**src/rtl/rcnt_pkg.sv**
```systemverilog
package rcnt_pkg;

  parameter int unsigned CNT_W = 16;

  typedef logic [CNT_W-1:0] cnt_t;

  localparam cnt_t CNT_MAX = {1'b0, {(CNT_W-1){1'b1}}};
  localparam cnt_t CNT_MIN = {1'b1, {(CNT_W-1){1'b0}}};

  // Increment with two's-complement wrap; bit CNT_W flags the wrap.
  function automatic logic [CNT_W:0] rcnt_inc(input cnt_t v);
    logic wrapped;
    wrapped = (v == CNT_MAX);
    return {wrapped, cnt_t'(v + cnt_t'(1))};
  endfunction

  // Decrement with two's-complement wrap; bit CNT_W flags the wrap.
  function automatic logic [CNT_W:0] rcnt_dec(input cnt_t v);
    logic wrapped;
    wrapped = (v == CNT_MIN);
    return {wrapped, cnt_t'(v - cnt_t'(1))};
  endfunction

  // Signed a >= b.
  function automatic logic rcnt_ge(input cnt_t a, input cnt_t b);
    return $signed(a) >= $signed(b);
  endfunction

endpackage

```
**src/rtl/rcnt_rung_edge.sv**
```systemverilog
module rcnt_rung_edge (
  input  logic clk_i,
  input  logic rst_ni,
  input  logic rung_i,
  output logic level_o,
  output logic rise_o
);

  logic level_q;
  logic block_q;

  // block_q is set by power-on reset and held until the rung is seen low,
  // so an input already high at release never counts.
  always_ff @(posedge clk_i or negedge rst_ni) begin
    if (!rst_ni) begin
      level_q <= 1'b0;
      block_q <= 1'b1;
    end else begin
      level_q <= rung_i;
      block_q <= block_q & rung_i;
    end
  end

  assign rise_o  = rung_i & ~level_q & ~block_q;
  assign level_o = level_q;

endmodule

```
**src/rtl/rcnt_accum.sv**
```systemverilog
module rcnt_accum
  import rcnt_pkg::*;
(
  input  logic clk_i,
  input  logic rst_ni,
  input  logic clear_i,
  input  logic load_i,
  input  cnt_t load_val_i,
  input  logic up_evt_i,
  input  logic dn_evt_i,
  output cnt_t total_o,
  output logic wrap_hi_o,
  output logic wrap_lo_o
);

  cnt_t             total_q;
  logic             wrap_hi_q;
  logic             wrap_lo_q;
  logic             step_up;
  logic             step_dn;
  logic [CNT_W:0]   inc_res;
  logic [CNT_W:0]   dec_res;

  assign step_up = up_evt_i & ~dn_evt_i;
  assign step_dn = dn_evt_i & ~up_evt_i;
  assign inc_res = rcnt_inc(total_q);
  assign dec_res = rcnt_dec(total_q);

  always_ff @(posedge clk_i or negedge rst_ni) begin
    if (!rst_ni) begin
      total_q   <= '0;
      wrap_hi_q <= 1'b0;
      wrap_lo_q <= 1'b0;
    end else if (clear_i) begin
      total_q   <= '0;
      wrap_hi_q <= 1'b0;
      wrap_lo_q <= 1'b0;
    end else if (load_i) begin
      total_q <= load_val_i;
    end else if (step_up) begin
      total_q   <= inc_res[CNT_W-1:0];
      wrap_hi_q <= wrap_hi_q | inc_res[CNT_W];
    end else if (step_dn) begin
      total_q   <= dec_res[CNT_W-1:0];
      wrap_lo_q <= wrap_lo_q | dec_res[CNT_W];
    end
  end

  assign total_o   = total_q;
  assign wrap_hi_o = wrap_hi_q;
  assign wrap_lo_o = wrap_lo_q;

endmodule

```
**src/rtl/rcnt_target.sv**
```systemverilog
module rcnt_target
  import rcnt_pkg::*;
(
  input  logic clk_i,
  input  logic rst_ni,
  input  logic load_i,
  input  cnt_t load_val_i,
  input  cnt_t total_i,
  output cnt_t target_o,
  output logic reached_o
);

  cnt_t target_q;

  always_ff @(posedge clk_i or negedge rst_ni) begin
    if (!rst_ni)     target_q <= '0;
    else if (load_i) target_q <= load_val_i;
  end

  assign target_o  = target_q;
  assign reached_o = rcnt_ge(total_i, target_q);

endmodule

```
**src/rtl/rung_updown_counter.sv**
```systemverilog
module rung_updown_counter
  import rcnt_pkg::*;
(
  input  logic             clk_i,
  input  logic             rst_ni,
  input  logic             clear_i,
  input  logic             up_rung_i,
  input  logic             dn_rung_i,
  input  logic             wr_en_i,
  input  logic             wr_sel_i,
  input  logic [CNT_W-1:0] wr_data_i,
  output logic [CNT_W-1:0] total_o,
  output logic [CNT_W-1:0] target_o,
  output logic             up_en_o,
  output logic             dn_en_o,
  output logic             reached_o,
  output logic             wrap_hi_o,
  output logic             wrap_lo_o
);

  localparam int unsigned N_RUNG = 2;

  logic [N_RUNG-1:0] rung_lvl_in;
  logic [N_RUNG-1:0] rung_lvl_q;
  logic [N_RUNG-1:0] rung_rise;
  logic              up_evt;
  logic              dn_evt;
  logic              wr_total;
  logic              wr_target;
  cnt_t              total_w;

  assign rung_lvl_in = {dn_rung_i, up_rung_i};

  for (genvar g = 0; g < N_RUNG; g++) begin : g_rung
    rcnt_rung_edge u_edge (
      .clk_i   (clk_i),
      .rst_ni  (rst_ni),
      .rung_i  (rung_lvl_in[g]),
      .level_o (rung_lvl_q[g]),
      .rise_o  (rung_rise[g])
    );
  end

  assign up_evt    = rung_rise[0];
  assign dn_evt    = rung_rise[1];
  assign wr_total  = wr_en_i &  wr_sel_i;
  assign wr_target = wr_en_i & ~wr_sel_i;

  rcnt_accum u_accum (
    .clk_i      (clk_i),
    .rst_ni     (rst_ni),
    .clear_i    (clear_i),
    .load_i     (wr_total),
    .load_val_i (wr_data_i),
    .up_evt_i   (up_evt),
    .dn_evt_i   (dn_evt),
    .total_o    (total_w),
    .wrap_hi_o  (wrap_hi_o),
    .wrap_lo_o  (wrap_lo_o)
  );

  rcnt_target u_target (
    .clk_i      (clk_i),
    .rst_ni     (rst_ni),
    .load_i     (wr_target),
    .load_val_i (wr_data_i),
    .total_i    (total_w),
    .target_o   (target_o),
    .reached_o  (reached_o)
  );

  assign total_o = total_w;
  assign up_en_o = rung_lvl_q[0];
  assign dn_en_o = rung_lvl_q[1];

endmodule

```
**config.mk**
```make
export PLATFORM = sky130hd
export DESIGN_NAME = rung_updown_counter
export DESIGN_NICKNAME = d
export VERILOG_FILES = /design/src/rtl/rcnt_pkg.sv /design/src/rtl/rcnt_rung_edge.sv /design/src/rtl/rcnt_accum.sv /design/src/rtl/rcnt_target.sv /design/src/rtl/rung_updown_counter.sv
export SDC_FILE = /design/constraint.sdc
export NUM_CORES = 1
export LEC_CHECK = 0
export ABC_AREA = 1
export BUFFER_PORTS_ARGS = -buffer_cell sky130_fd_sc_hd__buf_2
export CAP_MARGIN = 5
export CORE_ASPECT_RATIO = 1.5
export CORE_MARGIN = 3
export CORE_UTILIZATION = 51
export DETAILED_ROUTE_END_ITERATION = 16
export PLACE_DENSITY = 0.86
export RECOVER_POWER = 50
export SYNTH_ARGS = -nofsm -noshare
export SYNTH_HDL_FRONTEND = slang
export SYNTH_HIERARCHICAL = 1
export SYNTH_SLANG_ARGS = --single-unit
```
**constraint.sdc**
```tcl
create_clock -name clk_i -period 2.3 [get_ports clk_i]
set_clock_uncertainty 0.05 [all_clocks]
set_input_delay 0.46 -clock clk_i [delete_from_list [all_inputs] [get_ports clk_i]]
set_output_delay 0.46 -clock clk_i [all_outputs]
set_load 0.1 [all_outputs]
```
Word-level counts from Yosys, hierarchy flattened

Index checks and enable logic that the tools add are counted.

Bits of input ports: 23
Flip-flop bits (word level): 38
Logic and storage cells: 50
Output and inout bits: 37

$add $sub $neg: 2
Equality and inequality tests: 4
Muxes and demuxes: 11
Bitwise gates (word level): 19
Reduce and logical (&&, ||, !) cells: 5
Magnitude comparators: 1

Operator list:

| operator                                            | count |
|---|---|
| two-way mux 16 bit                                  | 4 |
| adder 16 x 1 -> 16 bit (second input constant)      | 1 |
| == test 16 x 15 -> 1 bit (second input constant)    | 1 |
| == test 16 bit (second input constant)              | 1 |
| greater-or-equal comparator 16 bit                  | 1 |
| subtractor 16 x 1 -> 16 bit (second input constant) | 1 |
| AND 1 bit                                           | 10 |
| two-way mux 1 bit                                   | 7 |
| NOT 1 bit                                           | 7 |
| != test 2 bit (second input constant)               | 2 |
| nonzero test 2 bit                                  | 2 |
| nonzero test 4 bit                                  | 1 |
| AND reduction 3 bit                                 | 1 |
| bitwise OR 1 bit                                    | 2 |
| AND reduction 2 bit                                 | 1 |

Depth between registers and ports, before layout

Gate-level depths: netlist (run 1).

Word-level depth: 9
Depth in mapped cells: 16
Gate-level depth less buffers: 16

Cells and area by module

The synthesis (run 1) kept the hierarchy.

Modules (own cells, without submodules):

| module              | seq. area each (um^2) | times used | area an instance (um^2) | cells each |
|---|---|---|---|---|
| rcnt_accum          | 450.4                 | 1          | 1,999.4                 | 321 |
| rcnt_target         | 400.4                 | 1          | 1,006.0                 | 124 |
| rcnt_rung_edge      | 51.3                  | 2          | 72.6                    | 7 |
| rung_updown_counter | 0.0                   | 1          | 17.5                    | 4 |

Worst setup path after synthesis (run 1)

Ideal clock, no wire load.

Kind: register to output
Start: reg u_accum.total_q[7], in the netlist u_accum/total_o[7]
End: out reached_o
Data required time: 1,790 ps
Buffers on the path: 0
Setup slack: -779 ps
Stages on the path, launching flop included: 9
Arrival: 2,569 ps
Cells stage by stage: dfrtp_1 > ha_1 > a21o_1 > nor2_1 > nand2_1 > nand2_1 > nand2_1 > nand2_1 > nand3_1

Cells in the longest elaborated chain, start to end: 1

Ends and longest elaborated chain:

| element                            | line                      | text |
|---|---|---|
| start: declaration                 | rcnt_accum.sv:16          | `cnt_t total_q;` |
| start signal: assignment           | rcnt_accum.sv:39          | `total_q <= load_val_i;` |
| start signal: assignment           | rcnt_accum.sv:41          | `total_q <= inc_res[CNT_W-1:0];` |
| start signal: assignment           | rcnt_accum.sv:44          | `total_q <= dec_res[CNT_W-1:0];` |
| greater-or-equal comparator 16 bit | rcnt_pkg.sv:26            | `return $signed(a) >= $signed(b);` |
| end: declaration                   | rung_updown_counter.sv:16 | `output logic reached_o,` |

Every way passes these cells.

Worst setup path after layout (run 1)

Start: reg u_accum.total_q[4], in the netlist u_accum/total_o[4]
End: out reached_o

Same word-level chain as after synthesis.

==> results of run 1 <==
final cells by class:
cell class / count / area (µm²)
clock buffer: 5 / 68.8
clock inverter: 3 / 68.8
fill: 408 / 1560
inverter: 93 / 353
multi-input combinational: 325 / 2180
sequential: 38 / 1000
tap: 72 / 90.1
timing repair buffer: 95 / 593
routing by layer:
metal | GRT usage (%) | wire (µm) | up-vias
met1 | 32.7 | 3830 | 1618
met5 | 0 | 0 | -
met2 | 49.1 | 5280 | 197
met3 | 3.22 | 607 | 53
li1 | - | - | 1646
met4 | 13.7 | 475 | 0
placed cells by master, fill, tap and decap left out, types with 2 or more instances in the layout:
cell type,instances
sky130_fd_sc_hd__o21ai_0,18
sky130_fd_sc_hd__a21oi_2,16
sky130_fd_sc_hd__buf_2,58
sky130_fd_sc_hd__bufinv_16,2
sky130_fd_sc_hd__o21ai_1,4
sky130_fd_sc_hd__nor3_2,4
sky130_fd_sc_hd__a21oi_1,15
sky130_fd_sc_hd__nand3b_1,2
sky130_fd_sc_hd__inv_2,8
sky130_fd_sc_hd__ha_4,17
sky130_fd_sc_hd__dfrtp_4,2
sky130_fd_sc_hd__clkbuf_8,5
sky130_fd_sc_hd__buf_12,2
sky130_fd_sc_hd__nor4_1,3
sky130_fd_sc_hd__nor2_1,29
sky130_fd_sc_hd__ha_1,17
sky130_fd_sc_hd__nand2_1,121
sky130_fd_sc_hd__inv_1,84
sky130_fd_sc_hd__dfrtp_1,2
sky130_fd_sc_hd__nand4_1,8
sky130_fd_sc_hd__nor3_1,2
sky130_fd_sc_hd__buf_4,35
sky130_fd_sc_hd__nand3_2,9
sky130_fd_sc_hd__nand2_2,23
sky130_fd_sc_hd__nor2_4,3
sky130_fd_sc_hd__nor2_2,7
sky130_fd_sc_hd__nand3_1,13
sky130_fd_sc_hd__dfstp_2,2
sky130_fd_sc_hd__a31oi_1,3
sky130_fd_sc_hd__dfrtp_2,32
state kept, by name, indices dropped and copies added, names as in the netlist:
name and flops:
g_rung.u_edge/block_q 2, g_rung.u_edge/level_o 2, u_accum/total_o 16, u_accum/wrap_hi_o 1, u_accum/wrap_lo_o 1, u_target/target_o 16
power breakdown:
group | total, mW | switching [mW] | internal [mW]
Clock | 0.697 | 0.262 | 0.435
Sequential | 0.918 | 0.116 | 0.802
Combinational | 3.35 | 2.31 | 1.04
Total | 4.96 | 2.69 | 2.28
through the flow:
| step | setup TNS, ns | area (µm²) |
|---|---|---|
| after floorplan | -1.68 | 3270 |
| after global placement | -0.778 | 3830 |
| after detailed placement | -1.44 | 3830 |
| after CTS | -0.175 | 4220 |
| after global routing | -2.22 | 4350 |
| final | -0.680 | 4350 |
worst min-delay path by stage:
stage | startpoint | to | slack, ns
6_report | rst_ni | g_rung[0].u_edge/level_o$_DFF_PN0_ | 0.15
5_1_grt | rst_ni | g_rung[0].u_edge/level_o$_DFF_PN0_ | 0.19
4_1_cts | rst_ni | g_rung[0].u_edge/level_o$_DFF_PN0_ | 0.17
3_5_place_dp | g_rung[0].u_edge/block_q$_DFF_PN1_ | g_rung[0].u_edge/block_q$_DFF_PN1_ | 0.38
3_3_place_gp | g_rung[0].u_edge/block_q$_DFF_PN1_ | g_rung[0].u_edge/block_q$_DFF_PN1_ | 0.38
2_1_floorplan | rst_ni | u_accum/total_o[0]$_DFFE_PN0P_ | 0.11
cell families (layout without fill, tap and decap cells):
family,Yosys count,count (layout)
AOI/OAI and AO/OA,61,61
adders and majority gates,36,36
DFF,38,38
and+or+nand+nor,227,227
muxes,1,1
buffers and inverters,100,196
timing repair:
item	4_1_cts	5_1_grt
resized for setup	28	37
pin swaps	9	7
hold endpoints to repair	0	0
setup endpoints to repair	13	15
cloned	0	0
buffers inserted	7	2
==> results, run 1 <==
- The number of clock sinks is 38.
- Setup repair after global routing could not meet its margin everywhere.
- Among all flip-flop cells after synthesis, the most frequent one is sky130_fd_sc_hd__dfrtp_1.
- The initial antenna violation count is 0.
- The critical path goes through ha_1, nand2_1, nor2_2, nand2_1, nand2_1, nand2_2, nand2_2, nand2_2, nand3_2, buf_12.
- The root buffer cell chosen for the clock tree is sky130_fd_sc_hd__clkbuf_8.
- The H-tree generated during clock tree synthesis spans 2 levels.
- The global-route wire length before repair is 15.8 mm.
- The number of nets in the synthesized netlist is 522.
- The wire length per cell is 16.2 µm.
- Clock-pin slew was measured on the worst setup and hold paths at 0.09 ns.
- The static leakage is 2.26 nW.
- The combined area of all synthesized cells is 3170 µm².
- The DRC marker count from the first detailed-route iteration is 316.
- TritonCTS built the clock tree.
- In this run the worst setup path begins at u_accum/total_o[4]$_DFFE_PN0P_.
- The worst setup path is launched from a flip-flop.
- The final count of hold timing violations came to 0.
- The synthesized area divided by synthesized cell count is 6.84 µm².
- The worst slack on hold paths is 0.154 ns.
- The core footprint is a little under 6000 µm².
- The number of hold buffers added after CTS was 0.
- The cell count after placement is just over 600.
- Of the total synthesized cell area, the portion taken by full adders, half adders and majority gates is 14.5%.
- Setup violations remaining at the end of the flow were counted as 10.
- The finished layout holds 631 standard cells, fillers aside.
- The cell type with the highest aggregate area in the netlist is sky130_fd_sc_hd__dfrtp_1.
- The die covers 7210 µm².
- In this run the tightest slew margin relative to its limit is about two thirds.
- Sorting the synthesized cells by area gives the leading types as sky130_fd_sc_hd__dfrtp_1 (28%), sky130_fd_sc_hd__nand2_1 (16%), sky130_fd_sc_hd__ha_1 (14%).
- The number of ports placed on the die boundary is 60.
- The part of the Yosys area used for sequential elements is between 30 and 40%.
- Counting flops with a built-in enable in the synthesized netlist gives 0.
- The final-stage net count is between 600 and 700.
- The weighted congestion at the end of routability-driven global placement is roughly 0.92.
- Once detailed placement completed, the half-perimeter wirelength came to about 6.9 mm.
- The main combinational cell family by area after synthesis is simple AND/OR/NAND/NOR gates.
- Synthesis produced a netlist whose cell count is 463.
- Max-cap violations in this run came to 0.
- The initial utilization of the core area, before any placement, comes to 53.6%.
- STA puts the critical path data required time at 1.79 ns.
- The complex-gate fraction of the synthesized area is 10.7%.
- Of all nets on the critical path, the largest fanout is 5.
- At the later pin of the worst-skew pair, clock insertion delay measures around 0.30 ns.
- After layout, the worst setup slack is -0.159 ns.
- In the global route stage, overall resource usage came out at 27.6%.
- The repair_antennas step left the layout with diodes totalling 0.
- The width of the die is 70.4 µm.
- In this design, the stage delay of the slowest critical-path cell is roughly 0.5 ns.
- After detailed routing, the total wire length is 10.2 mm.
- Counting buffers and inverters, the worst setup path is 10 cells deep.
- The remaining global-route overflow is 0.
- The synthesized-area fraction occupied by and/or/nand/nor cells is 31.8%.
- Measured in cells, the most critical reg-to-reg path has a length of 17.
- Overall power consumption after layout is estimated at 4.96 mW.
- The power density normalized to cell area is ~1100 nW/µm².
- The count of synthesis-stage warnings from yosys is 6.
- Measured on the finished design, the core utilization comes to roughly 74%.
- The xor/xnor cell area share of the yosys netlist is 0%.
- Together, buffers and inverters on the worst path number 1.
- The die height is a little over 100 µm.
- The run finished, with violations left.
- Before antenna repair, the detailed router went through 5 iterations.
- The DRC violations left is 0.
- The final reports fail on setup timing.
- The tightest min-delay check is of the primary input to async pin type.
- Prior to clock tree synthesis, the placed netlist has a worst setup slack of -0.153 ns.
- On the critical path, the stage with the largest delay is an instance of sky130_fd_sc_hd__dfrtp_2.
- For the pin with the worst max-slew slack, the measured transition is 0.520 ns.
- The post-route minimum period is 2.46 ns.
- Once detail routing completed, the nets flagged for antenna violations numbered 0.
- Following the worst setup path forward leads to its endpoint at reached_o.
- The via count of the first global-routing pass came to 3,365.
- The ratio of cells with drive above 1 in the final layout is between 40% and 50%.
- The critical path is of the flip-flop to primary output type.
- The number of slew-limit violations in the final report is 0.
- The kind of cell adding the most delay to the critical path is simple AND/OR/NAND/NOR gates.
- The final critical path takes up 107% of the cycle.
- The area share of the leading cell type in the synthesized netlist is 28.4%.
- Summing over every cut layer, the via total after detailed routing is 3,514.
- The data arrival time at the worst-slack endpoint is 1.95 ns.
- The initialized floorplan defines 34 standard-cell rows.
- STA classifies the critical path endpoint as a primary output.
- After synthesis the netlist holds a flip-flop and latch count of 38.
- Yosys instantiated no cell more often than sky130_fd_sc_hd__nand2_1.
- The layout-stage area growth over the synthesis result is 37.4%.
- The buffer depth of the longest clock path is 2.
- Of all flip-flops after synthesis, the portion carrying an async set or reset was 100%.
- TritonCTS created 5 clock buffers.
- The peak supply drop is 0.839 mV.
- Entering global routing, the biggest net connects 39 pins.
- The end of the worst register-to-register path is u_accum/total_o[14]$_DFFE_PN0P_.
- The worst reg-to-reg setup slack is -0.13 ns.
- Of the post-synthesis cell area, the part taken by muxes is 0.355%.
- The vias per cell is around 5.6.
- The count of unique library cells instantiated by Yosys is 34.
- Sorting the synthesized cells by how often they occur yields sky130_fd_sc_hd__nand2_1 (137), sky130_fd_sc_hd__inv_1 (90), sky130_fd_sc_hd__dfrtp_1 (36).
- The startpoint identified for the worst register-to-register timing path is g_rung[1].u_edge/block_q$_DFF_PN1_.
- The highest clock rate is between 0.4 and 0.5 GHz.
- In this run the tool buffered the top-level ports with 59 buffer cells.
Power figures use the tool's default switching activity.
==> run 2: changes to the inputs <==
--- a/config.mk
+++ b/config.mk
@@ -10,9 +10,9 @@
 export CAP_MARGIN = 5
 export CORE_ASPECT_RATIO = 1.5
 export CORE_MARGIN = 3
-export CORE_UTILIZATION = 51
+export CORE_UTILIZATION = 60
 export DETAILED_ROUTE_END_ITERATION = 16
-export PLACE_DENSITY = 0.86
+export PLACE_DENSITY = 0.94
 export RECOVER_POWER = 50
 export SYNTH_ARGS = -nofsm -noshare
 export SYNTH_HDL_FRONTEND = slang
==> constraint.sdc (replaced) <==
create_clock -name clk_i -period 3 [get_ports clk_i]
set_clock_uncertainty 0.05 [all_clocks]
set_input_delay 0.6 -clock clk_i [delete_from_list [all_inputs] [get_ports clk_i]]
set_output_delay 0.6 -clock clk_i [all_outputs]
set_load 0.1 [all_outputs]
==> run 2 against run 1 <==
Compared with the run above:
- the flow finishes with violations (capacitance limit, slew limit)
- sequential share of layout area rose by 3.4 points
- core utilization fell by 0.81 points
- routed wire length fell by 13%
- register-to-register slack improved by 0.54 ns
- design area fell by 17%
- die area fell by 14%
- final cell count fell by 6.3%
- critical path type unchanged
- critical endpoint unchanged
- highest routed layer unchanged
==> results, run 2 (synthesis gave the netlist of run 1 again) <==
- The width of the die is 65.3 µm (-7.1%).
- The transition time at the pin with the least slew margin is 2.13 ns (+1.61 ns).
- From synthesis to final layout, the design area changed by 14.1%.
- The worst slack on hold paths is 0.396 ns (+0.242 ns).
- The number of ports placed on the die boundary is 60 (unchanged).
- The remaining global-route overflow is 0 (unchanged).
- The vias per cell is 5.57 (about the same).
- Setup repair after global routing left no endpoint under its margin.
- The path class of the tightest hold or removal check is flip-flop to flip-flop.
- In the layout the commonest cells are sky130_fd_sc_hd__nand2_1 (137), sky130_fd_sc_hd__inv_1 (90), sky130_fd_sc_hd__buf_2 (55).
- The first-pass iteration count of the detailed router is 5 (unchanged).
- The number of clock buffers inserted by TritonCTS is 5 (unchanged).
- The required time at the endpoint of the critical path is 2.35 ns (+0.56 ns).
- The combinational power share is 64.3% (-3.2 points).
- The setup TNS after final layout was 0 ns (+0.680 ns).
- The flow ran to the end, but the final reports show violations.
- The clock-pin transition on the worst setup and hold timing paths is 0.08 ns (about the same).
- The data arrival time at the worst-slack endpoint is 2.18 ns (+0.23 ns).
- The core footprint came to 4960 µm² (-16%).
- The clock network fraction of total power is 12.2% (-1.8 points).
- The kind of end point of the critical path is a primary output.
- The total of fill cells in the finished design came to 414 (+1.5%).
- The DRC violations left is 0 (unchanged).
- TritonCTS built the clock tree.
- The worst max-slew margin expressed relative to the limit was -42.3% (-110 points).
- The power share of the sequential group is 23.4% (+4.9 points).
- The clock latency at the later pin of the worst-skew pair is 0.29 ns (about the same).
- The initial cell density of the core is 63.8% (+10 points).
- The largest fanout of any net on the critical path is 5 (unchanged).
- The net switching component of the power was 1.87 mW (-31%).
- The final count of hold timing violations is 0 (unchanged).
- The count of endpoints failing setup in the final report was 0 (-10).
- The via count of the first global-routing pass came to 3,287 (-2.3%).
- The final-stage net count came to 583 (-5.5%).
- The peak supply drop is 0.391 mV (-53%).
- The number of diodes is 0 (unchanged).
- The post-route minimum period is approximately 2.8 ns.
- The wire length per cell is 15.0 µm (-7.1%).
- The final HPWL from detailed placement is 6.67 mm (-3.8%).
- The global-route wire length before repair is 14.7 mm (-7.5%).
- The most common cell after layout, fill and taps aside is sky130_fd_sc_hd__nand2_1.
- The ratio of cells with drive above 1 in the final layout came to 18.1% (-24 points).
- The total of buffers placed on input and output ports is 59 (unchanged).
- The fraction of power spent switching nets is 59.6% (+5.5 points).
- Timing would allow up to 0.353 GHz.
- The area of the die is 6210 µm² (-14%).
- The buffer depth of the longest clock path is 2 (unchanged).
- The clock tree root buffer cell is sky130_fd_sc_hd__clkbuf_8.
- The launching element type of the critical path is a flip-flop.
- The internal portion of total power was 1.27 mW (-44%).
- The category of the most critical setup path is flip-flop to primary output.
- The number of buffers inserted by post-CTS setup repair came to 0 (-7).
- The total area of multi-input combinational cells is 1820 µm² (-16%).
- The number of clock sinks is 38 (unchanged).
- The weighted congestion at the end of routability-driven global placement came to 0.948 (+2.8%).
- The initial antenna violation count is 0 (unchanged).
- The number of levels in the clock H-tree is 2 (unchanged).
- The number of vias after detailed routing came to 3,293 (-6.3%).
- The remaining antenna violation count came to 0 (unchanged).
- The final reports fail on capacitance limit, slew limit.
- The static leakage is 2.08 nW (-8.2%).
- The count of maximum capacitance violations is 1 (+1).
- The die height is 95.0 µm (-7.3%).
- The maximum number of pins on one net before global-route repair is 39 (unchanged).
- The number of slew-limit violations in the final report is 39 (+39).
- The site row count is 31 (-8.8%).
- The sequential standard cell area is 953 µm² (-4.8%).
- The DRC marker count from the first detailed-route iteration is 288 (-8.9%).
- The overall routed net length was 8.87 mm (-13%).
- The overall global routing resource usage came to 30.3% (+2.7 points).
- Dividing the final minimum period by the clock period gives a little over nine tenths.
- The post-cts hold buffer count is 0 (unchanged).
- The quantity of gates resized following cts is 0 (-100%).
- The power density normalized to cell area is 866 nW/µm² (-24%).
-- run 2: metrics by stage --
step	cells	instance area, µm²	total power [mW]	worst slack, ns	utilization (%)
floorplan	463	3170	2.30	0.0562	-
global placement	583	3530	2.64	0.388	71.1
detailed placement	583	3530	2.71	0.305	71.1
CTS	591	3630	3.10	0.205	73.0
global route	591	3610	3.33	0.0379	72.8
finish	591	3610	3.13	0.168	72.8
-- run 2: cell type report --
cell class                      count  area share (%)
Timing Repair Buffer               61            8.69
Clock buffer                        6            2.28
Tap cell                           66            2.28
Inverter                           93            9.66
Sequential cell                    38            26.4
Clock inverter                      2           0.346
Multi-Input combinational cell    325            50.4
-- run 2: critical path: stages (launching register included) --
cell and delay [ns]:
sky130_fd_sc_hd__dfrtp_1 0.44, sky130_fd_sc_hd__ha_1 0.36, sky130_fd_sc_hd__a21oi_1 0.18, sky130_fd_sc_hd__o21ai_1 0.12
sky130_fd_sc_hd__a21oi_2 0.17, sky130_fd_sc_hd__nand3_1 0.11, sky130_fd_sc_hd__nand3_2 0.08, sky130_fd_sc_hd__buf_2 0.42
-- run 2: path summary, 6_finish.rpt --
kind                                                    start                                 end  slack (ns)  cells past startpoint
hold / removal             g_rung[0].u_edge/block_q$_DFF_PN1_  g_rung[0].u_edge/block_q$_DFF_PN1_        0.40                      2
hold reg to reg            g_rung[0].u_edge/block_q$_DFF_PN1_  g_rung[0].u_edge/block_q$_DFF_PN1_        0.40                      2
max in group asynchronous                              rst_ni     u_accum/total_o[10]$_DFFE_PN0P_        0.81                      1
setup reg to reg           g_rung[1].u_edge/block_q$_DFF_PN1_     u_accum/total_o[13]$_DFFE_PN0P_        0.41                     17
min in group asynchronous                              rst_ni     u_accum/total_o[14]$_DFFE_PN0P_        0.87                      1
setup / recovery              u_accum/total_o[15]$_DFFE_PN0P_                           reached_o        0.17                      7
-- run 2: layer usage --
layer  track usage (%)  part of all wire (%)  vias to the layer above
li1                  -                     -                     1579
met1              35.2                    39                     1534
met2              54.2                    52                      151
met3              4.64                   5.8                       29
met4              13.3                   3.3                        0
met5                 0                     0                        -
-- run 2: power by group through the flow --
stage / clock, mW / combinational, mW / sequential [mW]
final: 0.383 / 2.01 / 0.734
after CTS: 0.389 / 1.99 / 0.730
after floorplan: 0 / 0.962 / 1.34
after detailed placement: 0 / 1.97 / 0.740
after global placement: 0 / 1.90 / 0.735
after global routing: 0.408 / 2.17 / 0.745
==> run 3: changes to the inputs <==
==> constraint.sdc (replaced) <==
create_clock -name clk_i -period 3.6 [get_ports clk_i]
set_clock_uncertainty 0.05 [all_clocks]
set_input_delay 0.72 -clock clk_i [delete_from_list [all_inputs] [get_ports clk_i]]
set_output_delay 0.72 -clock clk_i [all_outputs]
set_load 0.1 [all_outputs]
==> run 3 against run 2 <==
Compared with the run above:
- the run still ends with capacitance limit, slew limit left
- worst hold slack worse by 0.0020 ns
- register-to-register slack better by 0.27 ns
- non-clock buffer count stayed put
- global-route usage down 0.75 points
- sequential power shrank 17%
- power is 13% lower
- largest cell class unchanged
- design area grew 0.90%
==> results, run 3 (synthesis gave the netlist of run 1 again) <==
- The required time at the endpoint of the critical path came to 2.83 ns (+0.48 ns).
- The type of the worst min-delay path is flip-flop to flip-flop.
- The slowest cell on the critical path is sky130_fd_sc_hd__dfrtp_1.
- The final count of hold timing violations came to 0 (unchanged).
- The data arrival time at the worst-slack endpoint is 2.27 ns (+0.09 ns).
- The worst max-slew margin expressed relative to the limit is -37.3% (+5.0 points).
- The overall routed net length was 8.69 mm (-2.1%).
- The worst slack on hold paths is 0.394 ns (-0.00198 ns).
- The overall power of the completed layout is 2.74 mW (-13%).
- The cell count after placement is 583 (unchanged).
- The non-filler instance count after layout is 591 (unchanged).
- The width of the die is 65.3 µm (unchanged).
- Of the available clock period, the critical path in the final layout requires 84.4%.
- The count of maximum capacitance violations came to 1 (unchanged).
- The layout-stage area growth over the synthesis result is 15.1%.
- The number of clock buffers inserted by TritonCTS is 5 (unchanged).
- The run finished, with violations left.
- The cell area reported after detailed placement is 3510 µm² (-0.50%).
- For hold timing, the worst endpoint is g_rung[0].u_edge/block_q$_DFF_PN1_.
- The count of endpoints failing setup in the final report came to 0 (unchanged).
- The global-route met1 utilization came to 34.8% (-0.40 points).
- The final-stage net count was 583 (unchanged).
- The total of fill cells in the finished design came to 389 (-6.0%).
- The power density normalized to cell area is 751 nW/µm² (-13%).
- The global routing usage on met2 is 49.8% (-4.4 points).
- The worst reg-to-reg setup slack was 0.68 ns (+0.27 ns).
- The largest fanout of any net on the critical path came to 7 (+2).
- The die height was 95.0 µm (unchanged).
- The number of vias after detailed routing is 3,366 (+2.2%).
- The overall global routing resource usage is 29.5% (-0.75 points).
- In this run the most used layer during global routing was met2.
- Counting stages on the worst path, the most repeated cell is sky130_fd_sc_hd__nand2_1.
- The area of the die is 6210 µm² (unchanged).
- The post-cts hold buffer count was 0 (unchanged).
- The total area of multi-input combinational cells is 1820 µm² (-0.14%).
- Leaving out fill and tap cells, the most frequent cells in the layout are sky130_fd_sc_hd__nand2_1 (137), sky130_fd_sc_hd__inv_1 (90), sky130_fd_sc_hd__buf_2 (55).
- The checks that failed: capacitance limit, slew limit.
- The number of slew-limit violations in the final report is 39 (unchanged).
- The quantity of gates resized following cts is 0 (unchanged).
- The site row count is 31 (unchanged).
- STA classifies the critical path startpoint as a flip-flop.
- In this run the critical register-to-register path is launched from g_rung[0].u_edge/block_q$_DFF_PN1_.
- The category of the most critical setup path is flip-flop to primary output.
- The clock latency at the later pin of the worst-skew pair is 0.29 ns (about the same).
- The depth of the most critical reg-to-reg path was 12 (-5).
- The initial cell density of the core is 63.8% (unchanged).
- The via count of the first global-routing pass is 3,169 (-3.6%).
- The number of diodes came to 0 (unchanged).
- The static leakage came to 2.09 nW (+0.68%).
- TritonCTS built the clock tree.
- The setup TNS after final layout is 0 ns (unchanged).
- The most common cell after layout, fill and taps aside is sky130_fd_sc_hd__nand2_1.
- The wire length per cell is 14.7 µm (-2.1%).
- The number of buffers inserted by post-CTS setup repair was 0 (unchanged).
- The maximum number of pins on one net before global-route repair is 39 (unchanged).
- The buffer depth of the longest clock path was 2 (unchanged).
- The weighted congestion at the end of routability-driven global placement is 0.911 (-3.8%).
- The DRC violations left is 0 (unchanged).
- The critical path goes through ha_1, nand4_1, nor3_2, nand2_1, nand2_1, nand2_1, nand3_1, buf_2.
- The end of the worst register-to-register path is u_accum/total_o[5]$_DFFE_PN0P_.
- The number of clock sinks is 38 (unchanged).
- The global-route wire length before repair is 14.3 mm (-2.5%).
- The final HPWL from detailed placement was 6.27 mm (-6.1%).
- The DRC marker count from the first detailed-route iteration came to 364 (+26%).
- The vias per cell is 5.70 (+2.2%).
- The delay contributed by the slowest stage of the critical path is 0.50 ns (+0.06 ns).
- The clock-pin transition on the worst setup and hold timing paths was 0.08 ns (about the same).
- Clock tree synthesis selected as its root buffer the cell sky130_fd_sc_hd__clkbuf_8.
- Timing would allow up to 0.329 GHz.
- The first-pass iteration count of the detailed router was 6 (+1).
- The peak supply drop is 0.461 mV (+18%).
- The remaining global-route overflow is 0 (unchanged).
- The kind of end point of the critical path is a primary output.
- The number of ports placed on the die boundary came to 60 (unchanged).
- The number of levels in the clock H-tree was 2 (unchanged).
- The core footprint was 4960 µm² (unchanged).
- The transition time at the pin with the least slew margin is 2.06 ns (-0.0752 ns).
- The worst hold path depth was 2 (unchanged).
- The initial antenna violation count is 0 (unchanged).
- The total of buffers placed on input and output ports is 59 (unchanged).
- Subtracting the final worst setup slack from the clock period gives 3.04 ns.
- The ratio of cells with drive above 1 in the final layout was 18.1% (unchanged).
- The met3 usage in global routing is 4.52% (-0.12 points).
- The final cell area excluding filler cells was 3650 µm² (+0.90%).
- The source of the worst hold timing path is g_rung[0].u_edge/block_q$_DFF_PN1_.
- Setup repair after global routing left no endpoint under its margin.
- The remaining antenna violation count is 0 (unchanged).
- The sequential standard cell area is 953 µm² (unchanged).
-- run 3: area by class of cell --
| type | instances | area share, % |
|---|---|---|
| Clock buffer | 6 | 2.26 |
| Clock inverter | 2 | 1.65 |
| Inverter | 93 | 9.57 |
| Multi-Input combinational cell | 325 | 49.8 |
| Sequential cell | 38 | 26.1 |
| Tap cell | 66 | 2.26 |
| Timing Repair Buffer | 61 | 8.27 |
-- run 3: power breakdown --
| group | total (mW) | internal (mW) | switching, mW |
|---|---|---|---|
| clock network | 0.460 | 0.296 | 0.165 |
| logic | 1.67 | 0.400 | 1.27 |
| registers | 0.611 | 0.498 | 0.114 |
-- run 3: worst max-delay path: cells and delay by family (launching register included) --
family,cells,cell delay (ns)
buf+inv,1,0.43
flops,1,0.50
simple gates,6,0.66
fa+ha+maj,1,0.37
-- run 3: worst max path at each step --
stage / start / depth (start not counted) / endpoint / slack, ns
final: u_accum/total_o[9]$_DFFE_PN0P_ / 8 / reached_o / 0.56
after floorplan: u_accum/total_o[7]$_DFFE_PN0P_ / 8 / reached_o / 0.26
after global routing: dn_rung_i / 13 / u_accum/total_o[5]$_DFFE_PN0P_ / 0.41
after global placement: dn_rung_i / 16 / u_accum/total_o[15]$_DFFE_PN0P_ / 0.55
after CTS: u_accum/total_o[9]$_DFFE_PN0P_ / 8 / reached_o / 0.61
after detailed placement: dn_rung_i / 16 / u_accum/total_o[15]$_DFFE_PN0P_ / 0.50
-- run 3: per-stage QoR --
step | worst slack, ns | util, %
detailed placement | 0.502 | 70.8
floorplan | 0.261 | -
finish | 0.563 | 73.5
global placement | 0.547 | 70.8
global route | 0.414 | 73.5
CTS | 0.613 | 73.6
-- run 3: layer usage --
layer	wire, µm	share of wire [%]
met1	3200	37
met2	4330	50
met3	669	7.7
met4	486	5.6
met5	0	0
